### src/rtl/serial_rx9_pkg.sv
package serial_rx9_pkg;
  localparam int MAX_DATA = 9;
  localparam int SR_W     = MAX_DATA + 2;

  typedef enum logic [1:0] {ST_IDLE, ST_START, ST_DATA, ST_STOP} rxState_t;

  typedef struct packed {
    logic startFrame;
    logic shiftEn;
    logic bitVal;
    logic bitNoisy;
    logic frameDone;
    logic lineIdle;
  } rxStrobe_t;
endpackage

### src/rtl/serial_rx9_baud.sv
module serial_rx9_baud #(
  parameter int DIV_W = 13
) (
  input  logic             clk,
  input  logic             rstN,
  input  logic [DIV_W-1:0] baudDiv,
  output logic             tick
);
  logic [DIV_W-1:0] cnt;

  always_comb begin
    tick = (baudDiv <= DIV_W'(1)) || (cnt >= baudDiv - DIV_W'(1));
  end

  always_ff @(posedge clk or negedge rstN) begin
    if (!rstN) cnt <= '0;
    else if (tick) cnt <= '0;
    else cnt <= cnt + DIV_W'(1);
  end

  assert_tick_gap_R13: assert property (@(posedge clk) disable iff (!rstN)
    (tick && baudDiv > DIV_W'(1) && $stable(baudDiv)) |=> !tick);
endmodule

### src/rtl/serial_rx9_ctrl.sv
module serial_rx9_ctrl
  import serial_rx9_pkg::*;
#(
  parameter int OVS = 16
) (
  input  logic       clk,
  input  logic       rstN,
  input  logic       tick,
  input  logic       rxEn,
  input  logic       nineBit,
  input  logic       invPol,
  input  logic       loopEn,
  input  logic       rxPin,
  input  logic       loopIn,
  output rxStrobe_t  stb
);
  localparam int SMP_W  = $clog2(OVS + 1);
  localparam int BIT_W  = $clog2(MAX_DATA);
  localparam int IDLE_W = $clog2(SR_W * OVS + 1);
  localparam int MID    = OVS / 2 + 1;

  rxState_t          state;
  logic [SMP_W-1:0]  smpCnt;
  logic [BIT_W-1:0]  bitCnt;
  logic [IDLE_W-1:0] idleCnt;
  logic [1:0]        syncQ;
  logic              line, prevHigh, s7, s8, maj, noisy, falseStart, atMid;
  logic [BIT_W-1:0]  lastBit;
  logic [IDLE_W-1:0] idleLimit;

  always_comb begin
    line       = syncQ[1] ^ invPol;
    maj        = (s7 & s8) | (s7 & line) | (s8 & line);
    noisy      = !((s7 == s8) && (s8 == line));
    lastBit    = nineBit ? BIT_W'(MAX_DATA - 1) : BIT_W'(MAX_DATA - 2);
    idleLimit  = nineBit ? IDLE_W'(SR_W * OVS) : IDLE_W'((SR_W - 1) * OVS);
    atMid      = tick && (smpCnt == SMP_W'(MID)) && (state != ST_IDLE);
    falseStart = atMid && (state == ST_START) && maj;
    stb.startFrame = rxEn && tick && (state == ST_IDLE) && prevHigh && !line;
    stb.shiftEn    = rxEn && atMid && !falseStart;
    stb.bitVal     = maj;
    stb.bitNoisy   = noisy;
    stb.frameDone  = rxEn && atMid && (state == ST_STOP);
    stb.lineIdle   = rxEn && tick && (state == ST_IDLE) && line &&
                     (idleCnt == idleLimit - IDLE_W'(1));
  end

  always_ff @(posedge clk or negedge rstN) begin
    if (!rstN) syncQ <= 2'b11;
    else syncQ <= {syncQ[0], loopEn ? loopIn : rxPin};
  end

  always_ff @(posedge clk or negedge rstN) begin
    if (!rstN) begin
      state <= ST_IDLE; smpCnt <= '0; bitCnt <= '0;
      s7 <= 1'b1; s8 <= 1'b1; prevHigh <= 1'b0;
    end else if (!rxEn) begin
      state <= ST_IDLE; smpCnt <= '0; bitCnt <= '0; prevHigh <= 1'b0;
    end else if (tick) begin
      prevHigh <= line;
      if (state == ST_IDLE) begin
        if (stb.startFrame) begin
          state  <= ST_START;
          smpCnt <= SMP_W'(1);
        end
      end else begin
        smpCnt <= (smpCnt == SMP_W'(OVS)) ? SMP_W'(1) : smpCnt + SMP_W'(1);
        if (smpCnt == SMP_W'(MID - 2)) s7 <= line;
        if (smpCnt == SMP_W'(MID - 1)) s8 <= line;
        if (falseStart || stb.frameDone) state <= ST_IDLE;
        else if (smpCnt == SMP_W'(OVS)) begin
          if (state == ST_START) begin
            state  <= ST_DATA;
            bitCnt <= '0;
          end else if (state == ST_DATA) begin
            if (bitCnt == lastBit) state <= ST_STOP;
            else bitCnt <= bitCnt + BIT_W'(1);
          end
        end
      end
    end
  end

  always_ff @(posedge clk or negedge rstN) begin
    if (!rstN) idleCnt <= '0;
    else if (!rxEn || state != ST_IDLE || !line) idleCnt <= '0;
    else if (tick && idleCnt != idleLimit) idleCnt <= idleCnt + IDLE_W'(1);
  end

  assert_disabled_idle_R12: assert property (@(posedge clk) disable iff (!rstN)
    !rxEn |=> state == ST_IDLE);
  assert_start_not_done_R1: assert property (@(posedge clk) disable iff (!rstN)
    $onehot0({stb.startFrame, stb.frameDone}));
  assert_false_start_R11: assert property (@(posedge clk) disable iff (!rstN)
    (rxEn && falseStart) |=> state == ST_IDLE);
endmodule

### src/rtl/serial_rx9_datapath.sv
module serial_rx9_datapath
  import serial_rx9_pkg::*;
(
  input  logic       clk,
  input  logic       rstN,
  input  rxStrobe_t  stb,
  input  logic       nineBit,
  input  logic       parEn,
  input  logic       parOdd,
  input  logic       rdStrobe,
  output logic [7:0] rxData,
  output logic       rxBit8,
  output logic       full,
  output logic       overrun,
  output logic       noise,
  output logic       frameErr,
  output logic       parErr,
  output logic       idle
);
  logic [SR_W-1:0] shiftReg;
  logic            frameNoise, loadPulse, armed;
  logic [8:0]      dataBits;
  logic            startBit, stopBit, parBad;

  always_comb begin
    dataBits = nineBit ? shiftReg[SR_W-2:1] : {1'b0, shiftReg[SR_W-2:2]};
    startBit = nineBit ? shiftReg[0] : shiftReg[1];
    stopBit  = shiftReg[SR_W-1];
    parBad   = parEn && ((^dataBits) ^ parOdd);
  end

  always_ff @(posedge clk or negedge rstN) begin
    if (!rstN) begin
      shiftReg <= '1; frameNoise <= 1'b0; loadPulse <= 1'b0;
    end else begin
      loadPulse <= stb.frameDone;
      if (stb.startFrame) frameNoise <= 1'b0;
      if (stb.shiftEn) begin
        shiftReg <= {stb.bitVal, shiftReg[SR_W-1:1]};
        if (stb.bitNoisy) frameNoise <= 1'b1;
      end
    end
  end

  always_ff @(posedge clk or negedge rstN) begin
    if (!rstN) begin
      rxData <= '0; rxBit8 <= 1'b0; full <= 1'b0; overrun <= 1'b0;
      noise <= 1'b0; frameErr <= 1'b0; parErr <= 1'b0; idle <= 1'b0;
      armed <= 1'b0;
    end else begin
      if (rdStrobe) begin
        full <= 1'b0; overrun <= 1'b0; noise <= 1'b0;
        frameErr <= 1'b0; parErr <= 1'b0; idle <= 1'b0;
      end
      if (loadPulse) begin
        armed <= 1'b1;
        if (full && !rdStrobe) overrun <= 1'b1;
        else begin
          rxData   <= dataBits[7:0];
          rxBit8   <= dataBits[8];
          full     <= 1'b1;
          noise    <= frameNoise;
          frameErr <= !stopBit || startBit;
          parErr   <= parBad;
        end
      end else if (stb.lineIdle && armed) begin
        idle  <= 1'b1;
        armed <= 1'b0;
      end
    end
  end

  assert_full_on_done_R3: assert property (@(posedge clk) disable iff (!rstN)
    stb.frameDone |=> ##1 full);
  assert_read_clears_R3: assert property (@(posedge clk) disable iff (!rstN)
    (rdStrobe && !loadPulse) |=> !full && !overrun && !noise && !frameErr && !parErr);
  assert_overrun_hold_R4: assert property (@(posedge clk) disable iff (!rstN)
    (loadPulse && full && !rdStrobe) |=> overrun && $stable(rxData) && $stable(rxBit8));
  assert_idle_after_frame_R10: assert property (@(posedge clk) disable iff (!rstN)
    $rose(idle) |-> $past(stb.lineIdle));
endmodule

### src/rtl/serial_rx9_top.sv
module serial_rx9_top
  import serial_rx9_pkg::*;
#(
  parameter int DIV_W = 13,
  parameter int OVS   = 16
) (
  input  logic             clk,
  input  logic             rstN,
  input  logic [DIV_W-1:0] baudDiv,
  input  logic             rxEn,
  input  logic             nineBit,
  input  logic             parEn,
  input  logic             parOdd,
  input  logic             invPol,
  input  logic             loopEn,
  input  logic             rxPin,
  input  logic             loopIn,
  input  logic             rdStrobe,
  output logic [7:0]       rxData,
  output logic             rxBit8,
  output logic             full,
  output logic             overrun,
  output logic             noise,
  output logic             frameErr,
  output logic             parErr,
  output logic             idle
);
  logic      tick;
  rxStrobe_t stb;

  serial_rx9_baud #(.DIV_W(DIV_W)) u_baud (
    .clk(clk), .rstN(rstN), .baudDiv(baudDiv), .tick(tick));

  serial_rx9_ctrl #(.OVS(OVS)) u_ctrl (
    .clk(clk), .rstN(rstN), .tick(tick), .rxEn(rxEn), .nineBit(nineBit),
    .invPol(invPol), .loopEn(loopEn), .rxPin(rxPin), .loopIn(loopIn), .stb(stb));

  serial_rx9_datapath u_dp (
    .clk(clk), .rstN(rstN), .stb(stb), .nineBit(nineBit), .parEn(parEn),
    .parOdd(parOdd), .rdStrobe(rdStrobe), .rxData(rxData), .rxBit8(rxBit8),
    .full(full), .overrun(overrun), .noise(noise), .frameErr(frameErr),
    .parErr(parErr), .idle(idle));
endmodule

### config.mk
export PLATFORM = sky130hd
export DESIGN_NAME = serial_rx9_top
export DESIGN_NICKNAME = d
export VERILOG_FILES = /design/src/rtl/serial_rx9_pkg.sv /design/src/rtl/serial_rx9_baud.sv /design/src/rtl/serial_rx9_ctrl.sv /design/src/rtl/serial_rx9_datapath.sv /design/src/rtl/serial_rx9_top.sv
export SDC_FILE = /design/constraint.sdc
export NUM_CORES = 1
export LEC_CHECK = 0
export BUFFER_PORTS_ARGS = -buffer_cell sky130_fd_sc_hd__buf_2
export CORE_ASPECT_RATIO = 0.5
export CORE_UTILIZATION = 60
export DETAILED_ROUTE_END_ITERATION = 6
export PLACE_DENSITY = 0.89
export SLEW_MARGIN = 30
export SYNTH_ARGS = -nofsm -noshare
export SYNTH_HDL_FRONTEND = slang
export SYNTH_HIERARCHICAL = 1
export SYNTH_SLANG_ARGS = --single-unit
### constraint.sdc
create_clock -name clk -period 6.3 [get_ports clk]
set_input_delay 0.315 -clock clk [delete_from_list [all_inputs] [get_ports clk]]
set_output_delay 0.315 -clock clk [all_outputs]
set_load 0.02 [all_outputs]
==> results.cfg, run 1 <==
[run_status]
status = completed

[timing]
maxSlewViolCount = 0
fmax_mhz = 254
hold_ws_ps = 155
period_minus_slack_ps = 3940
fin_setup_tns_ps = 0
skew_ps = 5.23
final.period_utilization_pct = 62.6
setup_viol = 0
maxSlewHeadroom_pct = 47.2
hold_violations = 0
rsz0062_at_grt = false
tightest_slew_ps = 793

[critical_path]
r2r_slack_ps = 3010
r2r_cells = 9
r2r-start = u_baud/cnt[4]$_DFF_PN0_
timing.rr.end = u_dp/idle$_DFF_PN0_
crit_fanout = 17
critPathRequiredTime_ps = 6560
worstPathArrival_ps = 4200
critPathCaptureType = flip-flop
startpoint_type = input pin
worst-setup-path-type = in -> reg

[detailed_routing]
drtAntennaViolNets = 0
wl_um = 8300
drc = 0
wire_per_inst_um = 15.6
dr.pass1.iters = 5
vias_per_cell = 5.96
drt_iter0_markers = 236
via_count = 3164

[clock_tree]
clock_path_buffers = 2
cts_tree = built
cts_root_buffer = clkbuf_16
post_cts_buffers = 0
clkSlewWorstSetupHoldPaths_ps = 50
cts_inserted_buffers = 9
cts-resized-gates = 0
cts_hold_buf = 0
clk_latency_ps = 330
clock-sinks = 66
cts_max_level = 3

[job]
maxCapViolCount = 0

[placement]
io_buffers = 38
place_inst = 515
post-dp-hpwl_um = 5880
place_congestion = 0.801
dpl-instance-area_um2 = 4340

[synth]
syn-cell-area_um2 = 4110
ys.flop_type = dfrtp_1
synthCells = 401
synthArstFlopShare_pct = 100
syn-num-nets = 449
synth-edff-count = 0
synth.distinct_cells = 70
synth-seq-area-share_pct = 40.6
yosys_warnings = 6
ys_ff_latch = 66
syn_avg_cell_area_um2 = 10.3

[finish]
n_fill_cell = 450
final_common_cell = dfrtp_1
multi_input_area_um2 = 2270
diodes = 0
fin_util_pct = 73.8
final_cell_mix = dfrtp_1 (51), buf_2 (38), nand2_1 (35)
register_area_um2 = 1670
syn_to_final_growth_pct = 13.6
layout.cells.non_filler = 531
design_area_um2 = 4670
drive_above_1_share_pct = 25.5
nNetsFinal = 486

[grt]
grtUsageTotal_pct = 25.7
grt_pass1_vias = 3114
grt_overflow = 0
grt_max_degree = 67
antenna_found_initial = 0
grt_pass1_wl_um = 14400

[die]
initial_core_util_pct = 65.0
die_y_um = 60.5
row_count = 20
ios = 39
dieArea_um2 = 7210
core-area_um2 = 6330
fp.dieW_um = 119

[worst_hold_path]
min_path_type = in -> async

[pwr]
ir_drop_mv = 0.139
p_leak_nw = 2.04
powerDensity_nw_per_um2 = 265
[stage by stage]
stage	total power [mW]	worst slack (ps)
floorplan	0.649	2760
global placement	0.695	2170
detailed placement	0.707	2000
CTS	1.25	2340
global route	1.30	1950
finish	1.24	2360
[Yosys cell counts (all sizes together) (3+ instances only)]
master   n  area share (%)
nor3    11             1.3
nor2    20             1.8
o31ai    3            0.55
a21oi   16             1.9
nand3   17             2.2
nor3b    3            0.67
o21ai   20             2.4
xor2    12             2.6
mux2i   11             2.7
nand2   36             3.5
xnor2   22             4.9
ha      24             7.3
a31oi    5            0.76
or3      5            0.76
or2      3            0.46
dfrtp   51              31
mux2    14             3.8
and3     7             1.2
dfstp   15             9.6
nor4    18             4.4
nand2b   6            0.91
buf     12             2.1
inv     20             1.8
clkbuf   4            0.36
nand4   10             1.5
[worst max path at each step]
| stage | from | end | slack [ps] |
|---|---|---|---|
| global route | baudDiv[7] | u_dp/idle$_DFF_PN0_ | 1950 |
| global placement | baudDiv[7] | u_ctrl/bitCnt[1]$_DFFE_PN0P_ | 2170 |
| detailed placement | baudDiv[7] | u_dp/idle$_DFF_PN0_ | 2000 |
| CTS | baudDiv[7] | u_dp/idle$_DFF_PN0_ | 2340 |
| finish | baudDiv[7] | u_dp/idle$_DFF_PN0_ | 2360 |
| floorplan | baudDiv[7] | u_dp/shiftReg[10]$_DFFE_PN1P_ | 2760 |
[layout make-up]
| class | instances | area share [%] |
|---|---|---|
| clock inverters | 6 | 1.90 |
| well taps | 88 | 2.36 |
| clock buffers | 10 | 5.12 |
| repair buffers | 42 | 4.71 |
| inverters | 20 | 1.61 |
| multi-input cells | 299 | 48.5 |
| flip-flops and latches | 66 | 35.8 |
[state kept, by name (all words and copies together), names as in the netlist, 2 cells and up]
register,flops
u_ctrl/bitCnt,4
u_ctrl/syncQ,2
u_baud/cnt,13
u_ctrl/smpCnt,5
u_dp/shiftReg,11
u_ctrl/idleCnt,8
u_ctrl/state,2
u_dp/rxData,8
[report_power, final]
group | switching (mW) | internal, mW
logic | 0.110 | 0.0866
clock network | 0.180 | 0.357
registers | 0.0462 | 0.458
total | 0.336 | 0.902
[metal layers]
metal | share of wire [%] | global-route usage [%]
met1 | 45 | 30.7
met2 | 49 | 47.6
met3 | 4.5 | 6.11
met4 | 1.1 | 7.96
met5 | 0 | 0
[cells by family (layout without fill, tap and decap cells)]
family / after synthesis / in the layout / synth area share (%)
mux: 25 / 25 / 6.51
flops: 66 / 66 / 40.6
buf+inv: 36 / 78 / 4.26
fa+ha+maj: 24 / 24 / 7.30
xor+xnor: 35 / 35 / 7.97
compound gates: 68 / 68 / 11.6
simple gates: 147 / 147 / 21.8
[worst max-delay path: stages]
cell and delay, ps:
buf_2 110, nor4_2 370, nor4b_4 310, nor3b_2 230, xnor2_1 90, ha_1 310
nand4_1 180, nor4_1 300, a211o_2 370, or3_1 560, nand4_1 310, nor4_1 490
a32o_1 240
Power figures use the tool's default switching activity.
==> run 2: changes to the inputs <==
Clock period 6.3 ns to 4 ns, I/O delays scaled along.
==> run 2 against run 1 <==
Against the previous run: register-to-register slack worse by 1900 ps; clock power is 58% higher; flip-flop and latch count unchanged; die area unchanged.
==> results.cfg, run 2 (synthesized netlist as in run 1, its figures left out) <==
[run_status]
status = completed

[critical_path]
crit_fanout = 7
startpoint_type = input pin
critPathCaptureType = flip-flop
worstPathArrival_ps = 3570
worst-setup-path-type = in -> reg
critPathRequiredTime_ps = 4270

[finish]
final_cell_mix = dfrtp_1 (51), buf_2 (38), nand2_1 (35)
diodes = 0
final_common_cell = dfrtp_1
largest_reg_flops = 13
syn_to_final_growth_pct = 14.4
reg.largest.list = u_baud/cnt (13), u_dp/shiftReg (11)
drive_above_1_share_pct = 26.0
nNetsFinal = 490
regMostFlops = u_baud/cnt

[detailed_routing]
wire_per_inst_um = 15.8
drc = 0
dr_wl_met2_um = 3990
drt_iter0_markers = 262
vias_per_cell = 6.02
drtAntennaViolNets = 0
via_count = 3219
wl_met1_um = 3890
dr.pass1.iters = 4
dr.max_layer_used = met4
wl_um = 8470
routed-wl-met3_um = 487

[timing]
fmax_mhz = 303
rsz0062_at_grt = false
maxSlewViolCount = 0
fin_setup_tns_ps = 0
final.period_utilization_pct = 82.5
setup_viol = 0
tightest_slew_ps = 653
skew_ps = 5.41
hold_violations = 0
period_minus_slack_ps = 3300
maxSlewHeadroom_pct = 56.4

[pwr]
ir_drop_mv = 0.230
p_clk_share_pct = 43.3
switching_share_pct = 27.2
p_leak_nw = 2.06
pwr-share-comb_pct = 16.3
powerDensity_nw_per_um2 = 417
seq_power_share_pct = 40.4
power.internal_mw = 1.43
p_sw_mw = 0.534
p_total_mw = 1.96

[clock_tree]
clkSlewWorstSetupHoldPaths_ps = 60
clock_path_buffers = 2
clock-sinks = 66
cts_tree = built
post_cts_buffers = 0
clk_latency_ps = 330
cts_inserted_buffers = 9
cts_root_buffer = clkbuf_16
cts-resized-gates = 0
cts_max_level = 3

[placement]
post-dp-hpwl_um = 5850
place_congestion = 0.842
io_buffers = 38

[grt]
grt_pass1_vias = 3060
grt_overflow = 0
antenna_found_initial = 0
grtUsageTotal_pct = 26.0
grt_pass1_wl_um = 14300
grt_max_degree = 39

[die]
core-area_um2 = 6330
fp.dieW_um = 119
die_y_um = 60.5
dieArea_um2 = 7210
ios = 39
row_count = 20
initial_core_util_pct = 65.0

[job]
maxCapViolCount = 0

[worst_hold_path]
min_path_type = in -> reg
run 2: cell types whose count changed in the layout (fill, tap and decap cells not counted), sizes merged:
cell and delta:
buf +3, dlygate4sd3 +1, clkinvlp -1, clkinv +2
inv -1
run 2: worst paths after layout:
check | start | end | slack (ps) | cells after the start
setup / recovery | baudDiv[7] | u_dp/idle$_DFF_PN0_ | 700 | 14
hold / removal | rdStrobe | u_dp/overrun$_DFF_PN0_ | 60 | 2
setup reg to reg | u_baud/cnt[3]$_DFF_PN0_ | u_dp/idle$_DFF_PN0_ | 1130 | 9
hold reg to reg | u_ctrl/syncQ[0]$_DFF_PN1_ | u_ctrl/syncQ[1]$_DFF_PN1_ | 350 | 0
max in group asynchronous | rstN | u_dp/shiftReg[7]$_DFFE_PN1P_ | 2620 | 3
min in group asynchronous | rstN | u_baud/cnt[0]$_DFF_PN0_ | 430 | 2
run 2: layout make-up:
cell class / instances / area (µm²)
clock buffer: 10 / 239
sequential: 66 / 1670
fill: 430 / 1630
tap: 88 / 110
clock inverter: 6 / 90.1
inverter: 20 / 75.1
timing repair buffer: 46 / 253
multi-input combinational: 299 / 2270
run 2: through the flow:
| step | cell area (µm²) | setup slack [ps] | utilization (%) | hold WS, ps | cells |
|---|---|---|---|---|---|
| after CTS | 4700 | 687 | 74.3 | 54.7 | 535 |
| after floorplan | 4110 | 578 | - | -95.6 | 401 |
| final | 4700 | 699 | 74.3 | 59.9 | 535 |
| after detailed placement | 4370 | 359 | 69.0 | 269 | 518 |
| after global routing | 4700 | 270 | 74.3 | 60.0 | 535 |
| after global placement | 4370 | 543 | 69.0 | 254 | 518 |
run 2: critical path, cell delays in order:
cell and delay [ps]:
buf_2 120, nor4_2 340, nor4b_4 300, nor3b_2 230, xnor2_1 80, ha_1 310, nand4_1 180, nor4_1 300
a211o_2 140, or3_1 290, buf_4 210, nand4_1 180, nor4_1 450, a32o_1 230
run 2: power by group through the flow:
stage / sequential, mW / combinational (mW) / clock, mW
2_1_floorplan: 0.781 / 0.242 / 0
3_3_place_gp: 0.799 / 0.301 / 0
3_5_place_dp: 0.800 / 0.320 / 0
4_1_cts: 0.791 / 0.323 / 0.864
5_1_grt: 0.800 / 0.364 / 0.895
6_report: 0.793 / 0.321 / 0.850
run 2: repair_timing:
| item | in CTS | in global routing |
|---|---|---|
| hold endpoints to repair | 24 | 0 |
| endpoints found under the setup margin | 0 | 0 |
| hold buffers | 1 | 0 |
run 2: routing by layer:
metal / vias to the layer above / global-route usage (%)
met3: 12 / 6.77
met2: 112 / 43.9
met4: 0 / 9.22
met1: 1550 / 33.4
li1: 1545 / -
met5: - / 0
